**config.mk**
```make
export PLATFORM = sky130hd
export DESIGN_NAME = led_row_scanner
export DESIGN_NICKNAME = d
export VERILOG_FILES = /design/src/rtl/lrs_pkg.sv /design/src/rtl/lrs_frame_buffer.sv /design/src/rtl/lrs_transposer.sv /design/src/rtl/lrs_bit_timer.sv /design/src/rtl/lrs_dwell_timer.sv /design/src/rtl/led_row_scanner.sv
export SDC_FILE = /design/constraint.sdc
export NUM_CORES = 2
export LEC_CHECK = 0
export CELL_PAD_IN_SITES_DETAIL_PLACEMENT = 0
export CELL_PAD_IN_SITES_GLOBAL_PLACEMENT = 2
export CORE_ASPECT_RATIO = 0.9
export CORE_MARGIN = 4
export CORE_UTILIZATION = 47
export CTS_CLUSTER_DIAMETER = 100
export DETAILED_ROUTE_END_ITERATION = 10
export PLACE_DENSITY = 0.89
export SKIP_LAST_GASP = 1
export SLEW_MARGIN = 10
export SYNTH_ARGS = -nofsm -noshare
export SYNTH_HDL_FRONTEND = slang
export SYNTH_HIERARCHICAL = 1
export SYNTH_SLANG_ARGS = --single-unit
```
**constraint.sdc**
```tcl
create_clock -name clk -period 10.8 [get_ports clk]
set_input_delay 2.7 -clock clk [delete_from_list [all_inputs] [get_ports clk]]
set_output_delay 2.7 -clock clk [all_outputs]
set_load 0.01 [all_outputs]
```
**src/rtl/lrs_pkg.sv**
```systemverilog
// Package: shared types of the LED row scanner.
// Assumes: one scan engine per matrix; the phases below run in order.
package lrs_pkg;
    typedef enum logic [1:0] {
        PH_LOAD  = 2'd0,
        PH_SHIFT = 2'd1,
        PH_LATCH = 2'd2,
        PH_DWELL = 2'd3
    } scan_phase_t;
endpackage

```
**src/rtl/lrs_frame_buffer.sv**
```systemverilog
// Frame buffer: ROWS x LANES words of CHAIN bits, one write port and one
// combinational whole-row read port.
// Assumes: a write and a read of the same row on one edge return the old data.
module lrs_frame_buffer #(
    parameter int ROWS  = 8,
    parameter int LANES = 8,
    parameter int CHAIN = 16,
    localparam int ROW_W  = $clog2(ROWS),
    localparam int LANE_W = $clog2(LANES)
) (
    input  logic                     clk,
    input  logic                     rst_n,
    input  logic                     wr_en,
    input  logic [ROW_W-1:0]         wr_row,
    input  logic [LANE_W-1:0]        wr_lane,
    input  logic [CHAIN-1:0]         wr_data,
    input  logic [ROW_W-1:0]         rd_row,
    output logic [LANES*CHAIN-1:0]   rd_bits
);
    logic [CHAIN-1:0] mem [ROWS][LANES];

    // Storage update: clear on reset, otherwise take one lane word per write.
    always_ff @(posedge clk) begin
        if (!rst_n) begin
            for (int r = 0; r < ROWS; r++)
                for (int l = 0; l < LANES; l++)
                    mem[r][l] <= '0;
        end else if (wr_en) begin
            mem[wr_row][wr_lane] <= wr_data;
        end
    end

    // Row read: concatenate all lanes of the selected row, lane 0 lowest.
    for (genvar l = 0; l < LANES; l++) begin : g_rd
        assign rd_bits[l*CHAIN +: CHAIN] = mem[rd_row][l];
    end
endmodule

```
**src/rtl/lrs_transposer.sv**
```systemverilog
// Transposer: captures one row and re-orders it so that byte k holds bit
// (CHAIN-1-k) of every lane, the order in which the chains are fed.
// Assumes: capture is a single-cycle strobe; the output byte is selected by index.
module lrs_transposer #(
    parameter int LANES = 8,
    parameter int CHAIN = 16,
    localparam int BIT_W = $clog2(CHAIN)
) (
    input  logic                   clk,
    input  logic                   rst_n,
    input  logic                   capture,
    input  logic [LANES*CHAIN-1:0] row_bits,
    input  logic [BIT_W-1:0]       bit_idx,
    output logic [LANES-1:0]       lane_byte
);
    logic [CHAIN-1:0][LANES-1:0] stage;

    // Staging array update: byte k gets the k-th bit to leave each lane.
    always_ff @(posedge clk) begin
        if (!rst_n) begin
            stage <= '0;
        end else if (capture) begin
            for (int k = 0; k < CHAIN; k++)
                for (int j = 0; j < LANES; j++)
                    stage[k][j] <= row_bits[j*CHAIN + (CHAIN-1-k)];
        end
    end

    assign lane_byte = stage[bit_idx];
endmodule

```
**src/rtl/lrs_bit_timer.sv**
```systemverilog
// Bit timer: generates the divided shift clock and the bit index during a row
// transfer; raises last in the final system clock of the final bit.
// Assumes: DIV is even and at least 2; en stays high for the whole transfer.
module lrs_bit_timer #(
    parameter int CHAIN = 16,
    parameter int DIV   = 4,
    localparam int BIT_W = $clog2(CHAIN),
    localparam int PH_W  = (DIV > 2) ? $clog2(DIV) : 1
) (
    input  logic             clk,
    input  logic             rst_n,
    input  logic             en,
    output logic [BIT_W-1:0] bit_idx,
    output logic             sclk,
    output logic             last
);
    logic [PH_W-1:0] ph;
    logic            ph_end;

    assign ph_end = (ph == PH_W'(DIV-1));

    // Phase and bit counters: cleared while idle, advance while enabled.
    always_ff @(posedge clk) begin
        if (!rst_n || !en) begin
            ph      <= '0;
            bit_idx <= '0;
        end else if (ph_end) begin
            ph      <= '0;
            bit_idx <= bit_idx + BIT_W'(1);
        end else begin
            ph <= ph + PH_W'(1);
        end
    end

    assign sclk = en && (ph >= PH_W'(DIV/2));
    assign last = en && ph_end && (bit_idx == BIT_W'(CHAIN-1));
endmodule

```
**src/rtl/lrs_dwell_timer.sv**
```systemverilog
// Dwell timer: counts the display window of one row and forms the PWM gate
// from a compare value.
// Assumes: a length of 0 is treated as 1; settings are held during a window.
module lrs_dwell_timer #(
    parameter int DWELL_W = 16
) (
    input  logic               clk,
    input  logic               rst_n,
    input  logic               en,
    input  logic [DWELL_W-1:0] len,
    input  logic [DWELL_W-1:0] cmp,
    output logic               pwm,
    output logic               done
);
    logic [DWELL_W-1:0] cnt;
    logic [DWELL_W-1:0] len_eff;

    assign len_eff = (len == '0) ? DWELL_W'(1) : len;

    // Window counter: restarts at 0 for each window, runs while enabled.
    always_ff @(posedge clk) begin
        if (!rst_n || !en)
            cnt <= '0;
        else
            cnt <= cnt + DWELL_W'(1);
    end

    assign done = en && (cnt >= len_eff - DWELL_W'(1));
    assign pwm  = en && (cnt < cmp);
endmodule

```
**src/rtl/led_row_scanner.sv**
```systemverilog
// LED row scanner top: sequences load, shift, latch and dwell for each row,
// owns the row counter and frame pulse, and multiplexes the shared pins
// between serial data and row select.
// Assumes: ROWS equals LANES, so the one-hot row select fits on the data pins.
module led_row_scanner #(
    parameter int LANES    = 8,
    parameter int CHAIN    = 16,
    parameter int SCLK_DIV = 4,
    parameter int DWELL_W  = 16,
    localparam int ROWS   = LANES,
    localparam int ROW_W  = $clog2(ROWS),
    localparam int LANE_W = $clog2(LANES),
    localparam int BIT_W  = $clog2(CHAIN)
) (
    input  logic               clk,
    input  logic               rst_n,
    input  logic               fb_wr_en,
    input  logic [ROW_W-1:0]   fb_wr_row,
    input  logic [LANE_W-1:0]  fb_wr_lane,
    input  logic [CHAIN-1:0]   fb_wr_data,
    input  logic [DWELL_W-1:0] dwell_len,
    input  logic [DWELL_W-1:0] pwm_cmp,
    output logic [LANES-1:0]   pin_out,
    output logic               shift_clk,
    output logic               latch,
    output logic               pwm_en,
    output logic               frame_done
);
    import lrs_pkg::*;

    scan_phase_t            phase;
    logic [ROW_W-1:0]       row;
    logic [LANES*CHAIN-1:0] row_bits;
    logic [LANES-1:0]       lane_byte;
    logic [BIT_W-1:0]       bit_idx;
    logic                   sclk_raw;
    logic                   shift_last;
    logic                   dwell_pwm;
    logic                   dwell_done;
    logic                   in_shift;
    logic                   in_dwell;

    assign in_shift = (phase == PH_SHIFT);
    assign in_dwell = (phase == PH_DWELL);

    lrs_frame_buffer #(.ROWS(ROWS), .LANES(LANES), .CHAIN(CHAIN)) u_fb (
        .clk     (clk),
        .rst_n   (rst_n),
        .wr_en   (fb_wr_en),
        .wr_row  (fb_wr_row),
        .wr_lane (fb_wr_lane),
        .wr_data (fb_wr_data),
        .rd_row  (row),
        .rd_bits (row_bits)
    );

    lrs_transposer #(.LANES(LANES), .CHAIN(CHAIN)) u_tp (
        .clk       (clk),
        .rst_n     (rst_n),
        .capture   (phase == PH_LOAD),
        .row_bits  (row_bits),
        .bit_idx   (bit_idx),
        .lane_byte (lane_byte)
    );

    lrs_bit_timer #(.CHAIN(CHAIN), .DIV(SCLK_DIV)) u_bt (
        .clk     (clk),
        .rst_n   (rst_n),
        .en      (in_shift),
        .bit_idx (bit_idx),
        .sclk    (sclk_raw),
        .last    (shift_last)
    );

    lrs_dwell_timer #(.DWELL_W(DWELL_W)) u_dt (
        .clk   (clk),
        .rst_n (rst_n),
        .en    (in_dwell),
        .len   (dwell_len),
        .cmp   (pwm_cmp),
        .pwm   (dwell_pwm),
        .done  (dwell_done)
    );

    // Phase sequencer, row counter and frame pulse.
    always_ff @(posedge clk) begin
        if (!rst_n) begin
            phase      <= PH_LOAD;
            row        <= '0;
            frame_done <= 1'b0;
        end else begin
            frame_done <= 1'b0;
            unique case (phase)
                PH_LOAD:  phase <= PH_SHIFT;
                PH_SHIFT: if (shift_last) phase <= PH_LATCH;
                PH_LATCH: phase <= PH_DWELL;
                PH_DWELL: begin
                    if (dwell_done) begin
                        phase <= PH_LOAD;
                        if (row == ROW_W'(ROWS-1)) begin
                            row        <= '0;
                            frame_done <= 1'b1;
                        end else begin
                            row <= row + ROW_W'(1);
                        end
                    end
                end
                default: phase <= PH_LOAD;
            endcase
        end
    end

    // Shared pin multiplexer: data while shifting, row select while dwelling.
    always_comb begin
        pin_out = '0;
        if (in_shift)
            pin_out = lane_byte;
        else if (in_dwell)
            pin_out = LANES'(1) << row;
    end

    assign shift_clk = sclk_raw;
    assign latch     = (phase == PH_LATCH);
    assign pwm_en    = dwell_pwm;
endmodule

```
After elaboration in Yosys (flattened, before gate mapping):

Memory sizes are Yosys's and may differ from the RTL's. A register that Yosys moved wholly into a read port is not among the register bits.
Cells that the tools add are included.

* input bits: 57
* memories kept: 1
* word-level logic and storage cells: 66
* RAM bits: 1024
* flip-flop bits (word level): 28

Memory list
* u_fb.mem: words 8, width 128, read ports 1, clocked after memory_dff 1, write ports 8, RTL line lrs_frame_buffer.sv:20 `logic [CHAIN-1:0] mem [ROWS][LANES];`

* add/sub/neg operators: 5
* magnitude comparators: 6
* multiplexer cells: 19
* reduce and logical (&&, ||, !) cells: 19
* bitwise operators: 1
* shift operators: 1
* equality and inequality tests: 8

Operators with widths (number)
* 2-to-1 mux 128 bit: 3
* OR reduction 128 bit: 1
* demux 16 bit (select 3 bit): 1
* binary-select mux 8 bit (select 4 bit): 1
* 2-to-1 mux 16 bit: 2
* 2-to-1 mux 8 bit: 3
* adder 16 x 1 -> 16 bit, second input constant: 1
* >= comparator 16 bit: 1
* logical NOT 16 bit: 1
* < comparator 16 bit: 1
* subtractor 16 x 1 -> 16 bit, second input constant: 1
* case mux 2 bit (4 select lines): 1
* << shifter 1 x 3 -> 8 bit, first input constant: 1
* equality test 2 bit, second input constant: 3
* logical AND 1 bit: 6
* 2-to-1 mux 3 bit: 2
* < comparator 4 x 5 -> 1 bit, second input constant: 1
* adder 4 x 1 -> 4 bit, second input constant: 1
* equality test 4 bit, second input constant: 1
* >= comparator 4 bit, second input constant: 1
* logical NOT 1 bit: 4
* < comparator 4 x 1 -> 1 bit, second input constant: 1
* 2-to-1 mux 1 bit: 4
* 2-to-1 mux 2 bit: 2
* 12 further kinds: 15

Longest topological paths before layout:

* word-level depth: 8
* gate-level depth with buffers: 17
* gate-level depth less buffers: 17

By module:

Netlist, hierarchy kept.

By module, submodules not included
* lrs_frame_buffer: cells each 3085, sequential area each 30749.5 um2, times used 1, area an instance 47634.4 um2
* lrs_transposer: cells each 483, sequential area each 2562.5 um2, times used 1, area an instance 5824.3 um2
* lrs_dwell_timer: cells each 206, sequential area each 320.3 um2, times used 1, area an instance 1660.3 um2
* led_row_scanner: cells each 67, sequential area each 120.1 um2, times used 1, area an instance 504.2 um2
* lrs_bit_timer: cells each 29, sequential area each 120.1 um2, times used 1, area an instance 290.3 um2

Least setup slack after synthesis:

No wires, ideal clock.

* path type: input port to output port
* start point: input port pwm_cmp[9]
* end point: output port pwm_en
* arrival time: 3768 ps
* stages: 7
* slack: 4332 ps
* required time: 8100 ps
* path buffers: 0
* path through: inv_1 > ha_1 > a211oi_1 > nor2_1 > o22ai_1 > a21oi_1 > nor3_1

* word-level cells in the longest chain between the ends: 2

Ends and longest elaborated chain
* start, declared: RTL line led_row_scanner.sv:22 `input logic [DWELL_W-1:0] pwm_cmp,`
* < comparator 16 bit: RTL line lrs_dwell_timer.sv:29 `assign pwm = en && (cnt < cmp);`
* logical AND 1 bit: RTL line lrs_dwell_timer.sv:29
* end, declared: RTL line led_row_scanner.sv:26 `output logic pwm_en,`

Every way passes these cells.

Final worst setup path:

Same ends and word-level chain as after synthesis.

==> summary.md <==
| Metric | Value |
|---|---|
| Status | `finished, final reports clean` |
| Met3 usage | `0.111` |
| Seq cells post-synth | `roughly 1.2k` |
| Worst slew margin | `0.145` |
| Power Dens Cells | `between 150 and 200 nW/um^2` |
| Antenna violations before repair | `8` |
| Cts hold-fix bufs | `0` |
| Most used cell, CP | `clkdlybuf4s50_1` |
| Worst R2R Start | `row[0]` |
| Vias | `approximately 35k` |
| Max VDD drop | `129 uV` |
| Post-synthesis instance total | `between 3k and 4k` |
| Worst hold stages | `1` |
| Grt ovf | `0` |
| Cell chain of the critical path | `clkdlybuf4s50_1 -> inv_1 -> ha_1 -> a211oi_1 -> nor2_1 -> o22ai_1 -> a21oi_1 -> nor3_1 -> clkdlybuf4s50_1` |
| Global Route Usage Sum | `0.277` |
| Post-DP HPWL | `approximately 110 mm` |
| HP Class | `reg2reg` |
| CTS max path bufs | `3` |
| Multi-input gate area | `roughly 20,000 um^2` |
| RSZ-0062 raised after global routing | `no` |
| Fraction of registers with async set/reset | `0` |
| Comb pwr share | `0.117` |
| Post-synth design cell area | `between 50,000 and 60,000 um^2` |
| Post-cts resize count | `0` |
| R2r setup slk | `between 6000 and 7000 ps` |
| DIE HEIGHT | `~340 um` |
| Vias in the first global route | `34.0k` |
| Sequential share of power | `0.499` |
| Arrival time at the worst endpoint | `roughly 4900 ps` |
| WL final | `approximately 170 mm` |
| Vias per Instance | `between 6 and 7` |
| Worst R2R End | `u_tp/stage[72]` |
| Leading area contributor after synthesis | `edfxtp_1` |
| Max-Cap Viols | `0` |
| Ys Warns | `6` |
| CP Launch Type | `primary input` |
| GR peak layer | `met2` |
| Gpl congestion | `~0.84` |
| Period utilization | `0.699` |
| Final routed DRC violation total | `0` |
| Slew @ Worst Pin | `1280 ps` |
| Htree depth | `3` |
| Switching share of power | `0.251` |
| IO Count | `69` |
| Layout cell share with drive strength beyond 1 | `0.234` |
| Port bufs | `68` |
| Hold EP | `u_bt/ph[0]` |
| Cells after DPL | `roughly 5.1k` |
| Clock Power Share | `0.384` |
| Fillers | `a little under 10k` |
| Int Pwr | `between 8 and 9 mW` |
| Library cells used by synthesis | `just under 70` |
| Slowest stage delay, CP | `~560 ps` |
| Final ANT Viol Nets | `0` |
| Max Clock Skew | `22.2 ps` |
| Top delay family on crit path | `buffers and inverters` |
| Clk_lat worst skew | `a little over 700 ps` |
| GR Layer Usage met2 | `0.411` |
| Area grow syn2layout | `10.7%` |
| CTS tree | `done` |
| Bufs and invs on worst path | `3` |
| Starting Density | `0.475` |
| Tmin final | `7550 ps` |
| Post-synth net total | `roughly 4.0k` |
| Slew Viols, Final | `0` |
| First-pass GRT wire length | `about 250 mm` |
| Post-Layout Cell Count | `5,355` |
| Area taken by flip-flops and latches | `33,900 um^2` |
| Clk root buf | `clkbuf_16` |
| Hold path startpoint | `u_bt/ph[0]` |
| Number of buffers created by CTS | `119` |
| Max Clock Freq | `approximately 130 MHz` |
| Syn_area_per_cell | `14.4 um^2` |
| CP Data Required Time | `8100 ps` |
| Ranking of synthesized cells by area | `edfxtp_1 (55%), mux4_2 (11%), nor3_1 (8.3%)` |
| List of most frequent post-synthesis cells | `edfxtp_1 (1,024), nor3_1 (925), clkbuf_1 (334)` |
| CP max stage cell | `clkdlybuf4s50_1` |
| Post-synthesis sequential area ratio | `0.606` |
| Power, Total | `about 11 mW` |
| Register-to-Register Path Depth | `6` |
| Global Route met1 Usage | `0.381` |
| Post-CTS Setup Bufs | `0` |
| Routed len/inst | `~32 um` |
| Number of cell rows | `between 100 and 150` |
| WS Path Type | `in2out` |
| Final #Nets | `approximately 3.8k` |
| Critical Path End Type | `primary output` |
| Area after DPL | `58,000 um^2` |
| Die W | `~370 um` |
| Setup TNS | `0 ps` |
| Initial DRC count | `~4.5k` |
| Fin. Hold Viols | `0` |
| Design area | `between 60,000 and 70,000 um^2` |
| Largest net degree at the start of global routing | `between 200 and 250` |
| Pleak | `approximately 19 nW` |
| Num Clock Sinks | `about 1.2k` |
| Crit-path max FO | `2` |
| Core area | `118,000 um^2` |
| EDFF count, synth | `a little over 1k` |
| Drt first pass iters | `5` |
| Die Area | `125,000 um^2` |
| Synth top area share | `0.550` |
| Switch Pwr | `2.71 mW` |
| Hold_ws | `between 400 and 500 ps` |
| Setup Viol. Count Final | `0` |
| Reg clk slew, reported paths | `approximately 60 ps` |
| Most common cell in the synthesized netlist | `edfxtp_1` |
| Ys flop type | `edfxtp_1` |
-- worst max path at each step --
stage | start | to | cells past startpoint
4_1_cts | pwm_cmp[9] | pwm_en | 9
5_1_grt | pwm_cmp[9] | pwm_en | 9
3_5_place_dp | pwm_cmp[9] | pwm_en | 9
3_3_place_gp | pwm_cmp[9] | pwm_en | 9
2_1_floorplan | pwm_cmp[9] | pwm_en | 7
6_report | pwm_cmp[9] | pwm_en | 9
-- through the flow --
step	utilization	setup slack, ps
after global placement	0.493	3230
final	0.526	3250
after floorplan	-	4330
after CTS	0.526	3210
after global routing	0.526	3110
after detailed placement	0.493	3220
-- cell families after synthesis --
group	after synthesis	synth area share
buf+inv	516	0.0452
fa+ha+maj	47	0.0105
xor+xnor	26	0.00407
compound gates	127	0.0161
simple gates	1425	0.151
mux	549	0.168
flops	1180	0.606
-- power groups by stage --
stage               Combinational [mW]  Clock [mW]  Sequential, mW
floorplan                        0.796           0            5.45
global placement                  1.22           0            5.48
detailed placement                1.24           0            5.50
CTS                               1.24        4.20            5.40
global route                      1.32        4.40            5.43
finish                            1.26        4.15            5.40
-- per-layer routing --
layer	share of wire	wire (um)
met1	0.38	65600
met2	0.44	77100
met3	0.15	25700
met4	0.031	5400
met5	0	0
-- area by class of cell --
class,instances,share of cell area
multi-input combinational,2174,0.330
tap,1573,0.0318
inverter,27,0.00164
timing repair buffer,174,0.0256
antenna,1,0.0000404
clock inverter,59,0.00934
clock buffer,167,0.0541
sequential,1180,0.547
-- state kept, by name, summed over array words and instances, names as in the netlist --
| signal | count |
|---|---|
| row | 3 |
| frame_done | 1 |
| u_tp/stage | 128 |
| u_fb/mem | 1024 |
| u_dt/cnt | 16 |
| u_bt/bit_idx | 4 |
| phase | 2 |
| u_bt/ph | 2 |
-- layout by cell type, fill, tap and decap left out, drive strengths merged, types with 15 or more instances in the layout --
cell type	n
mux2i	133
mux4	288
dfxtp	156
nor3	1029
o21ai	15
nand2	45
or4b	16
buf	110
nand4	20
clkbuf	167
edfxtp	1024
mux2	128
ha	47
clkinv	42
nor2	31
nand3	16
a22oi	16
o31ai	64
inv	30
clkdlybuf4s50	64
nor2b	131
nand4bb	48
nand4b	49
Power figures use the tool's default switching activity.
